**config.mk**
```make
export PLATFORM = sky130hd
export DESIGN_NAME = pi_weight_mapper
export DESIGN_NICKNAME = d
export VERILOG_FILES = /design/src/rtl/pi_map_pkg.sv /design/src/rtl/pi_quadrant_decode.sv /design/src/rtl/pi_linear_map.sv /design/src/rtl/pi_sine_rom.sv /design/src/rtl/pi_weight_mapper.sv
export SDC_FILE = /design/constraint.sdc
export NUM_CORES = 1
export LEC_CHECK = 0
export BUFFER_PORTS_ARGS = -buffer_cell sky130_fd_sc_hd__buf_4
export CAP_MARGIN = 20
export CORE_MARGIN = 10
export CORE_UTILIZATION = 50
export CTS_CLUSTER_SIZE = 24
export DETAILED_ROUTE_END_ITERATION = 10
export HOLD_SLACK_MARGIN = 0.03
export PLACE_DENSITY = 0.72
export SLEW_MARGIN = 20
export SYNTH_ARGS = -nofsm -noshare
export SYNTH_HDL_FRONTEND = slang
export SYNTH_SLANG_ARGS = --single-unit
```
**constraint.sdc**
```tcl
create_clock -name clk -period 1.25 [get_ports clk]
set_clock_uncertainty 0.2 [all_clocks]
set_input_delay 0.25 -clock clk [delete_from_list [all_inputs] [get_ports clk]]
set_output_delay 0.25 -clock clk [all_outputs]
set_load 0.02 [all_outputs]
```
**src/rtl/pi_map_pkg.sv**
```systemverilog
package pi_map_pkg;

  typedef enum logic [1:0] {
    QUAD_PP = 2'd0,
    QUAD_NP = 2'd1,
    QUAD_NN = 2'd2,
    QUAD_PN = 2'd3
  } quadrant_e;

  // Quarter-wave entry: round(fs * sin(pi*k/(2*fs))) by odd Taylor series.
  function automatic int sine_entry(input int k, input int fs);
    real x;
    real x2;
    real term;
    real acc;
    x    = 3.14159265358979 * real'(k) / (2.0 * real'(fs));
    x2   = x * x;
    term = x;
    acc  = x;
    for (int n = 1; n < 8; n++) begin
      term = -term * x2 / real'((2 * n) * (2 * n + 1));
      acc  = acc + term;
    end
    return $rtoi(real'(fs) * acc + 0.5);
  endfunction

endpackage

```
**src/rtl/pi_quadrant_decode.sv**
```systemverilog
module pi_quadrant_decode
  import pi_map_pkg::*;
(
  input  logic [1:0] quad_bits,
  output logic       inv_i,
  output logic       inv_q,
  output logic       swap
);
  quadrant_e quad;

  always_comb begin
    quad  = quadrant_e'(quad_bits);
    inv_i = 1'b0;
    inv_q = 1'b0;
    unique case (quad)
      QUAD_PP: begin inv_i = 1'b0; inv_q = 1'b0; end
      QUAD_NP: begin inv_i = 1'b1; inv_q = 1'b0; end
      QUAD_NN: begin inv_i = 1'b1; inv_q = 1'b1; end
      QUAD_PN: begin inv_i = 1'b0; inv_q = 1'b1; end
      default: begin inv_i = 1'b0; inv_q = 1'b0; end
    endcase
    // odd quadrants exchange rising and falling weights
    swap = quad_bits[0];
  end
endmodule

```
**src/rtl/pi_linear_map.sv**
```systemverilog
module pi_linear_map #(
  parameter int POS_W = 5,
  localparam int WGT_W = POS_W + 1,
  localparam int FS    = 1 << POS_W
) (
  input  logic [POS_W-1:0] pos,
  output logic [WGT_W-1:0] rise,
  output logic [WGT_W-1:0] fall
);
  always_comb begin
    rise = {1'b0, pos};
    fall = WGT_W'(FS) - {1'b0, pos};
  end
endmodule

```
**src/rtl/pi_sine_rom.sv**
```systemverilog
module pi_sine_rom #(
  parameter int POS_W = 5,
  localparam int WGT_W = POS_W + 1,
  localparam int FS    = 1 << POS_W
) (
  input  logic [POS_W-1:0] pos,
  output logic [WGT_W-1:0] rise,
  output logic [WGT_W-1:0] fall
);
  logic [WGT_W-1:0] table_q [FS+1];
  logic [WGT_W-1:0] mirror_idx;

  for (genvar k = 0; k <= FS; k++) begin : g_entry
    localparam int VAL = pi_map_pkg::sine_entry(k, FS);
    assign table_q[k] = WGT_W'(VAL);
  end

  always_comb begin
    mirror_idx = WGT_W'(FS) - {1'b0, pos};
    rise       = table_q[{1'b0, pos}];
    fall       = table_q[mirror_idx];
  end
endmodule

```
**src/rtl/pi_weight_mapper.sv**
```systemverilog
module pi_weight_mapper #(
  parameter int CODE_W = 7,
  localparam int POS_W = CODE_W - 2,
  localparam int WGT_W = POS_W + 1,
  localparam int FS    = 1 << POS_W
) (
  input  logic              clk,
  input  logic              rst_n,
  input  logic              load,
  input  logic              mode_sin,
  input  logic [CODE_W-1:0] phase_code,
  output logic              inv_i,
  output logic              inv_q,
  output logic [WGT_W-1:0]  weight_i,
  output logic [WGT_W-1:0]  weight_q
);
  logic [POS_W-1:0] pos;
  logic             nxt_inv_i, nxt_inv_q, swap;
  logic [WGT_W-1:0] lin_rise, lin_fall, sin_rise, sin_fall;
  logic [WGT_W-1:0] rise, fall, nxt_wi, nxt_wq;

  assign pos = phase_code[POS_W-1:0];

  pi_quadrant_decode u_quad (
    .quad_bits (phase_code[CODE_W-1:CODE_W-2]),
    .inv_i     (nxt_inv_i),
    .inv_q     (nxt_inv_q),
    .swap      (swap)
  );

  pi_linear_map #(.POS_W(POS_W)) u_lin (
    .pos  (pos),
    .rise (lin_rise),
    .fall (lin_fall)
  );

  pi_sine_rom #(.POS_W(POS_W)) u_sin (
    .pos  (pos),
    .rise (sin_rise),
    .fall (sin_fall)
  );

  always_comb begin
    rise   = mode_sin ? sin_rise : lin_rise;
    fall   = mode_sin ? sin_fall : lin_fall;
    nxt_wi = swap ? rise : fall;
    nxt_wq = swap ? fall : rise;
  end

  always_ff @(posedge clk or negedge rst_n) begin
    if (!rst_n) begin
      inv_i    <= 1'b0;
      inv_q    <= 1'b0;
      weight_i <= WGT_W'(FS);
      weight_q <= '0;
    end else if (load) begin
      inv_i    <= nxt_inv_i;
      inv_q    <= nxt_inv_q;
      weight_i <= nxt_wi;
      weight_q <= nxt_wq;
    end
  end
endmodule

```
==> out/qor.csv, run 1 <==
metric;value;unit
status;complete, but fails checks;
violations;setup timing;
path_cells;buf_8 -> buf_12 -> or4_4 -> and3b_2 -> o21ai_2 -> a31oi_4 -> a221oi_2;
async_flop_share;100;%
die_area;5930;µm²
clk-insertion-delay-late;280;ps
max-cap-violations;0;
synth_cells;197;
yosys.area.top_type;dfrtp_1;
synth_area;1620;µm²
core;3080;µm²
setup_violations;26;
power_density;770;nW/µm²
initialDrtViolationCount;257;
critPathLaunchType;input port;
required;1240;ps
setup_ws;-606;ps
rows;20;
die_w;77.0;µm
drt-total-wl;5620;µm
synth_area_per_cell;8.24;µm²
vias;1839;
yosysMostFrequentCell;nor2_1;
slowest_stage;or4_4;
ff2ff_setup_slack;110;ps
ant_nets;0;
criticalPathCategory;input port to register;
cts-root-buf;clkbuf_4;
synthXorXnorAreaFrac;2.08;%
grt_use_total;18.0;%
gp_congestion;0.863;
yosysSeqAreaShare;21.6;%
design_area;2580;µm²
synth_ff_type;dfrtp_1;
r2r_end;weight_i[0];
cp.buffers_inverters;2;
grt-ovfl-total;0;
peakVddDrop;0.379;mV
cts_tree;built;
synth_top_area_share;20.0;%
antenna_cells;0;
worstPathArrival;1850;ps
drive_gt1_share;47.6;%
final.setup.tns;-6520;ps
numCtsBuffers;3;
leakagePower;1.13;nW
synth_warnings;0;
initial_core_util;52.8;%
hold_class;input port to register;
synthToLayoutAreaGrowth;58.8;%
worstSetupStartpoint;phase_code[1];
htreeDepth;1;
syn-num-nets;221;
final_nets;294;
reg2reg_depth;3;
path_max_fanout;6;
port_buffers;24;
max-slew-margin-rel;71.3;%
min_period;1860;ps
instances_no_fill;313;
holdPathStages;3;
post-route-period-util;148;%
synth-edff-count;0;
ys_top_cells_by_area;dfrtp_1 20%, ha_1 10%, mux2i_1 6.2%;
drcViolationCount;0;
cts.reportedPaths.clkPinSlew;80;ps
ioPinCount;25;
wl_per_cell;18.0;µm
hold_violations;0;
placed_area;2230;µm²
dr.pass1.iters;4;
grt_max_degree;19;
synth-compound-area-share;30.7;%
power.total;1.99;mW
slew_violations;0;
clock-sinks;14;
fmax;539;MHz
cp-end-kind;register;
worst_pin_slew;426;ps
cts_max_path_buffers;2;
cpLargestDelayFamily;simple AND/OR/NAND/NOR gates;
synth_seq_cells;14;
ys_types;53;
antenna_found_initial;0;
postLayoutCoreUtil;83.8;%
dp_hpwl;4040;µm
vias_per_cell;5.88;
die_h;77.0;µm
yosys.area_share.simple;20.0;%
hold_start;phase_code[6];
synth_top_family_by_area;compound AO/OA/AOI/OAI gates;
fillers;194;
slowest_delay;550;ps
holdPathEnd;inv_i;
grt_setup_unrepaired;yes;
place_inst;299;
synthAdderAreaFrac;10.0;%
muxShareOfSynthArea;8.24;%
grt_pass1_vias;1859;
grt_pass1_wl;9070;µm
yosys-top-cells-count;15 x nor2_1, 13 x dfrtp_1, 13 x ha_1, 13 x inv_1, 13 x o21ai_0;
r2r-start;weight_i[0];
## cells by family (layout without fill, tap and decap cells)
family	count (synthesis)	in the layout
simple gates	58	58
fa+ha+maj	13	13
buf+inv	29	101
flops	14	14
xor+xnor	3	3
compound gates	68	68
mux	12	12
## worst reg2reg max path, delay by kind of cell (launching register included)
family | cells | cell delay (ps)
AO/OA/AOI/OAI | 2 | 280
buffers and inverters | 1 | 140
flip-flops | 1 | 400
## layer usage
| metal | vias to the layer above | share of wire (%) | GRT usage [%] |
|---|---|---|---|
| met5 | - | 0 | 0 |
| met4 | 0 | 2.8 | 7.85 |
| met3 | 12 | 6.3 | 2.91 |
| met2 | 72 | 50 | 32.0 |
| met1 | 877 | 40 | 20.6 |
| li1 | 878 | - | - |
## layout make-up
class                           count  area [µm²]  area share, %
Clock buffer                        4        36.3           1.41
Tap cell                           44        55.1           2.13
Multi-Input combinational cell    154        1360           52.6
Sequential cell                    14         352           13.6
Inverter                           13        58.8           2.28
Timing Repair Buffer               84         721           27.9
## placed cells by master (no fill, tap or decap), types with 3 or more instances in the layout
cell type  Yosys  layout
a31oi_1        5       4
nand2b_1      11      11
dfrtp_1       13      13
o21ai_0       13       8
mux2i_1       10      10
o22ai_1        5       4
nand2_1       10       9
a21oi_1        8       6
nor2b_1        4       4
buf_4          0      63
o221ai_1       5       4
clkbuf_4       0       3
a211oi_1       4       3
nand3_1        4       4
buf_6          1      18
nor3_1         3       3
o21ai_2        1       4
o21ai_1        1       3
nor2_1        15      14
ha_1          13      10
o211ai_1       3       3
inv_1         13      10
## through the flow
stage               setup slack (ps)  hold slack (ps)
floorplan                       -823             -246
global placement                -899            -98.8
detailed placement              -958            -92.8
CTS                             -606             65.4
global route                    -625             77.4
finish                          -606             64.3
## power by group
| part | switching, mW | total (mW) | internal, mW | leakage, nW |
|---|---|---|---|---|
| registers | 0.0476 | 0.567 | 0.519 | 0.166 |
| logic | 0.555 | 1.09 | 0.535 | 0.939 |
| clock network | 0.152 | 0.329 | 0.178 | 0.0210 |
## repair_timing
item                                    4_1_cts  5_1_grt
endpoints found under the setup margin       26       26
endpoints found under the hold margin        14        0
setup buffers                                 7        2
pin swaps                                    12        8
hold buffers                                  1        0
resized for setup                            44        9
## state kept, by name, summed over array words and instances (netlist names)
| name | flops |
|---|---|
| weight_q | 6 |
| inv_q | 1 |
| weight_i | 6 |
| inv_i | 1 |
## worst max-delay path by stage
| stage | cells past startpoint | to | slack (ps) |
|---|---|---|---|
| final | 7 | weight_i[0] | -610 |
| after detailed placement | 8 | weight_i[0] | -960 |
| after CTS | 7 | weight_i[0] | -610 |
| after floorplan | 9 | weight_i[5] | -820 |
| after global routing | 7 | weight_i[0] | -620 |
| after global placement | 9 | weight_q[3] | -900 |
Power figures use the tool's default switching activity.
==> run 2: changes to the inputs <==
ABC_AREA = 1   (was unset)
==> run 2 against run 1 <==
  * The run still ends with setup timing left
  * Cell count up 17%
  * Fmax is 10% higher
  * Synthesized cell count increased by 32%
  * Combinational power is 12% lower
  * Highest routed layer unchanged
==> out/qor.csv, run 2 <==
metric;value;unit;change
ff2ff_setup_slack;150;ps;+40 ps
ys_top_cells_by_area;nand2_1 26%, dfrtp_1 21%, nand3_1 13%;;
drt-total-wl;4620;µm;-18%
path_cells;buf_4 -> inv_4 -> ha_4 -> inv_2 -> ha_1 -> nand2_1 -> nand2_2 -> nand2_1 -> nand2_1 -> o21ai_1 -> nand2_1 -> a21oi_1 -> nand2_1 -> nand2_1;;
max-cap-violations;0;;unchanged
grt_pass1_vias;1701;;-8.5%
setup_ws;-431;ps;+175 ps
path_max_fanout;5;;-1
post-route-period-util;134;%;-14 points
status;complete, but fails checks;;
combPwrFrac;52.0;%;-2.9 points
r2r_end;weight_q[5];;
syn-num-nets;284;;+29%
grt-ovfl-total;0;;unchanged
leakagePower;1.25;nW;+11%
antenna_found_initial;0;;unchanged
slowest_stage;ha_1;;
hold_class;input port to register;;
worstPathArrival;1710;ps;-140 ps
die_w;76.2;µm;-1.1%
ys_types;27;;-49%
synth_warnings;0;;unchanged
ant_nets;0;;unchanged
reg_top3;weight_i: 6 flops, weight_q: 6 flops;;
async_flop_share;100;%;unchanged
clk-insertion-delay-late;280;ps;about the same
min_period;1680;ps;-175 ps
power_density;795;nW/µm²;+3.3%
grt_setup_unrepaired;yes;;
instances_no_fill;367;;+17%
design_area;2310;µm²;-10%
internal-power;1.14;mW;-7.6%
final_nets;348;;+18%
postLayoutCoreUtil;76.3;%;-7.5 points
criticalPathCategory;input port to register;;
slew_violations;0;;unchanged
placed_area;2040;µm²;-8.2%
reg2reg_depth;4;;+1
worst_pin_slew;293;ps;-133 ps
crit_end;weight_q[1];;
grt_max_degree;15;;-4
rows;20;;unchanged
switching_share;38.1;%;+0.091 points
power.switching;0.699;mW;-7.3%
crit_top_cell;nand2_1;;
synth_area;1580;µm²;-2.9%
cp.buffers_inverters;3;;+1
cp.depth;14;;+7
final_cell_mix;108 x nand2_1, 50 x buf_4, 37 x nand3_1;;
fillers;246;;+27%
synth_seq_cells;14;;unchanged
yosys.area.top_type;nand2_1;;
cpLargestDelayFamily;simple AND/OR/NAND/NOR gates;;
cp-end-kind;register;;
p_clk_share;17.7;%;+1.1 points
synth_cells;260;;+32%
cts-root-buf;clkbuf_4;;
cts_tree;built;;
gp_congestion;0.905;;+4.8%
drcViolationCount;0;;unchanged
synth-edff-count;0;;unchanged
yosysSeqAreaShare;22.3;%;+0.64 points
die_area;5800;µm²;-2.1%
numCtsBuffers;3;;unchanged
peakVddDrop;0.756;mV;+100%
cts.reportedPaths.clkPinSlew;80;ps;about the same
cts_max_path_buffers;2;;unchanged
fmax;595;MHz;+10%
max-slew-margin-rel;80.5;%;+9.2 points
yosys-top-cells-count;109 x nand2_1, 40 x nand3_1, 14 x inv_1;;
vias_per_cell;5.05;;-14%
final_common_cell;nand2_1;;
vias;1854;;+0.82%
clock-sinks;14;;unchanged
place_inst;348;;+16%
dr.pass1.iters;4;;unchanged
hold_slack;81.9;ps;+17.6 ps
synth_ff_type;dfrtp_1;;
initialDrtViolationCount;176;;-32%
core;3030;µm²;-1.6%
synthToLayoutAreaGrowth;46.4;%;
slowest_delay;170;ps;-380 ps
synth_area_per_cell;6.07;µm²;-26%
dp_hpwl;3420;µm;-16%
worstSetupStartpoint;phase_code[0];;
grt_use_total;14.7;%;-3.3 points
required;1280;ps;+40 ps
r2r-start;weight_q[5];;
violations;setup timing;;
wl_per_cell;12.6;µm;-30%
die_h;76.2;µm;-1.1%
port_buffers;24;;unchanged
antenna_cells;0;;unchanged
power_frac_seq;30.4;%;+1.9 points
yosysMostFrequentCell;nand2_1;;
ioPinCount;25;;unchanged
synth_top_area_share;25.9;%;+5.9 points
grt_pass1_wl;7470;µm;-18%
critPathLaunchType;input port;;
htreeDepth;1;;unchanged
drive_gt1_share;35.0;%;-13 points
setup_violations;26;;unchanged
initial_core_util;52.1;%;-0.66 points
hold_violations;0;;unchanged
[run 2: cell types whose count changed in the layout (fill, tap and decap cells not counted), sizes merged, moves of 10 or more]
cell    previous run  this run
buf               83        67
nand2b            11         0
mux2i             10         0
nand3              4        42
nand2             10       117
inv               13        24
[run 2: area by class of cell]
cell class	count	area [µm²]	area share, %
tap	44	55.1	2.38
timing repair buffer	68	598	25.9
multi-input combinational	211	1160	50.2
clock buffer	4	36.3	1.57
sequential	14	352	15.2
inverter	26	109	4.71
[run 2: worst register-to-register path: cells and delay by family (launching register included)]
family / cells / cell delay [ps]
buffers and inverters: 2 / 270
DFF: 1 / 420
and+or+nand+nor: 2 / 110
[run 2: worst min path at each step]
| stage | start | to | slack, ps | depth (start not counted) |
|---|---|---|---|---|
| floorplan | rst_n | inv_i | -250 | 0 |
| global placement | rst_n | weight_i[3] | -100 | 1 |
| detailed placement | rst_n | weight_i[3] | -100 | 1 |
| CTS | phase_code[6] | inv_i | 90 | 3 |
| global route | phase_code[6] | inv_i | 90 | 3 |
| finish | phase_code[6] | inv_i | 80 | 3 |
[run 2: routing by layer]
metal	wire length [µm]	vias to the layer above	GRT usage, %
met2	2290	48	25.3
met5	0	-	0
met4	76	0	2.79
met3	240	6	2.83
li1	-	949	-
met1	2010	851	18.7
[run 2: per-stage QoR]
stage | setup WS (ps) | TNS, ps | power [mW]
floorplan | -557 | -6470 | 1.04
global route | -572 | -6990 | 1.97
finish | -431 | -5280 | 1.84
CTS | -462 | -5610 | 1.75
global placement | -771 | -9000 | 1.34
detailed placement | -805 | -9280 | 1.35
[run 2: power groups by stage]
stage / registers, mW / logic (mW) / clock network (mW)
global route: 0.564 / 1.05 / 0.351
finish: 0.558 / 0.955 / 0.324
global placement: 0.550 / 0.791 / 0
CTS: 0.553 / 0.867 / 0.328
detailed placement: 0.551 / 0.799 / 0
floorplan: 0.622 / 0.419 / 0
[run 2: logic make-up (layout without fill, tap and decap cells)]
family | after synthesis | in the layout | share of synthesized area (%)
AOI/OAI and AO/OA | 22 | 22 | 7.53
adders and majority gates | 13 | 13 | 10.3
and+or+nand+nor | 176 | 176 | 50.4
buffers and inverters | 35 | 98 | 9.52
DFF | 14 | 14 | 22.3
[run 2: timing repair]
| item | 4_1_cts | 5_1_grt |
|---|---|---|
| hold buffers | 1 | 0 |
| endpoints found under the hold margin | 14 | 0 |
| endpoints found under the setup margin | 26 | 26 |
| buffers inserted | 4 | 10 |
| resized for setup | 18 | 11 |
| gates cloned | 0 | 0 |
| pin swaps | 13 | 12 |
==> run 3: changes to the inputs <==
CORE_UTILIZATION = 45   (was 50)
PLACE_DENSITY = 0.66   (was 0.72)
==> run 3 against run 2 <==
  * Power decreased by 0.24%
  * Sequential share of layout area is essentially flat
  * Global-route usage up 0.38 points
  * The flow still finishes with violations (setup timing)
  * Critical path depth stayed put
  * Cell count rose by 1.4%
  * Critical endpoint is now weight_q[2]
  * Highest routed layer unchanged
  * Fmax is 0.44% lower
  * Combinational power down 2%
==> out/qor.csv, run 3 (synthesis gave the netlist of run 2 again) <==
metric;value;unit;change
grt_max_degree;15;;unchanged
numCtsBuffers;3;;unchanged
worstPathArrival;1670;ps;-40 ps
die_area;6270;µm²;+8.1%
power_density;794;nW/µm²;-0.19%
design_area;2310;µm²;about the same
cp-end-kind;register;;
slew_violations;0;;unchanged
required;1240;ps;-40 ps
final_nets;351;;+0.86%
htreeDepth;1;;unchanged
criticalPathCategory;input port to register;;
grt_pass1_wl;7950;µm;+6.5%
wl_per_cell;12.7;µm;+0.51%
ioPinCount;25;;unchanged
cp.buffers_inverters;3;;unchanged
vias;1820;;-1.8%
grt_use_total;15.1;%;+0.38 points
crit_top_cell;nand2_1;;
slowest_stage;ha_4;;
antenna_cells;0;;unchanged
slowest_delay;300;ps;+130 ps
placed_area;2060;µm²;+0.61%
cts_max_path_buffers;2;;unchanged
violations;setup timing;;
worst_pin_slew;260;ps;-32.3 ps
dp_hpwl;3470;µm;+1.4%
final_cell_mix;108 x nand2_1, 54 x buf_4, 37 x nand3_1;;
cts.reportedPaths.clkPinSlew;90;ps;about the same
max-slew-margin-rel;82.6;%;+2.2 points
cpLargestDelayFamily;simple AND/OR/NAND/NOR gates;;
clk-insertion-delay-late;290;ps;about the same
fillers;332;;+35%
critPathLaunchType;input port;;
reg_top3;weight_i: 6 flops, weight_q: 6 flops;;
peakVddDrop;0.789;mV;+4.3%
grt_setup_unrepaired;yes;;
grt-ovfl-total;0;;unchanged
dr.pass1.iters;4;;unchanged
grt_pass1_vias;1774;;+4.3%
die_w;79.2;µm;+4.0%
place_inst;353;;+1.4%
setup_violations;26;;unchanged
post-route-period-util;135;%;+0.60 points
path_cells;buf_8 -> clkinvlp_4 -> ha_4 -> ha_4 -> buf_4 -> nand2_2 -> o21ai_1 -> nand3_1 -> nand3_1 -> nand2_1 -> nand2_1 -> nand3_1 -> nand2_1 -> nand2_1;;
instances_no_fill;372;;+1.4%
path_max_fanout;5;;unchanged
ff2ff_setup_slack;190;ps;+40 ps
core;3360;µm²;+11%
rows;21;;+5.0%
gp_congestion;0.899;;-0.62%
die_h;79.2;µm;+4.0%
hold_class;input port to register;;
fmax;592;MHz;-0.44%
leakagePower;1.26;nW;+0.52%
drcViolationCount;0;;unchanged
drive_gt1_share;34.7;%;-0.32 points
min_period;1690;ps;+7.46 ps
initial_core_util;46.9;%;-5.2 points
vias_per_cell;4.89;;-3.2%
cts_tree;built;;
antenna_found_initial;0;;unchanged
cts-root-buf;clkbuf_4;;
status;complete, but fails checks;;
drt-total-wl;4710;µm;+1.9%
clock-sinks;14;;unchanged
initialDrtViolationCount;114;;-35%
synthToLayoutAreaGrowth;46.3;%;about the same
hold_violations;0;;unchanged
max-cap-violations;0;;unchanged
ant_nets;0;;unchanged
final_common_cell;nand2_1;;
port_buffers;24;;unchanged
setup_ws;-439;ps;-7.46 ps
run 3: cell count changes in the layout (fill, tap and decap cells not counted), sizes merged:
cell / change
buf: +3
run 3: stage by stage:
stage          setup WS, ps  power, mW  setup TNS (ps)  util, %  hold WS (ps)
3_5_place_dp           -808       1.35           -9360     61.2         -92.2
6_report               -439       1.83           -5420     68.6          59.2
5_1_grt                -541       1.96           -7120     68.6          73.3
2_1_floorplan          -557       1.04           -6470        -          -246
3_3_place_gp           -772       1.35           -8940     61.2         -90.4
4_1_cts                -421       1.78           -5200     66.4          59.3
run 3: report_power, final:
group	switching, mW	leakage [nW]	internal [mW]
sequential	0.0455	0.169	0.512
combinational	0.499	1.07	0.440
clock	0.158	0.0210	0.178
total	0.703	1.26	1.13
run 3: what timing repair did:
| item | CTS | global route |
|---|---|---|
| pin swaps | 12 | 3 |
| hold buffers | 1 | 0 |
| hold endpoints to repair | 14 | 0 |
| setup endpoints to repair | 26 | 26 |
| gates resized for setup | 18 | 7 |
| setup buffers | 8 | 6 |
run 3: worst register-to-register path: cells and delay by family (launching register included):
kind                   cells  cell delay (ps)
DFF                        1              400
buffers and inverters      2              260
and+or+nand+nor            2              110
run 3: metal layers:
metal | global-route usage [%] | vias to the layer above | part of all wire [%]
li1 | - | 960 | -
met1 | 19.7 | 815 | 46
met2 | 25.0 | 43 | 49
met3 | 3.72 | 2 | 4.1
met4 | 2.15 | 0 | 0.36
met5 | 0 | - | 0
run 3: cell type report:
cell class	instances	area [µm²]	area share [%]
Clock buffer	4	36.3	1.57
Inverter	26	106	4.61
Multi-Input combinational cell	211	1150	49.8
Sequential cell	14	352	15.2
Tap cell	46	57.6	2.49
Timing Repair Buffer	71	608	26.3
run 3: path summary, 6_finish.rpt:
path	from	cells after the start	end
setup / recovery	phase_code[1]	14	weight_q[2]
min in group asynchronous	rst_n	2	weight_q[1]
hold reg to reg	weight_i[5]	2	weight_i[5]
hold / removal	phase_code[6]	3	inv_i
max in group asynchronous	rst_n	2	weight_i[5]
setup reg to reg	weight_i[3]	4	weight_i[3]
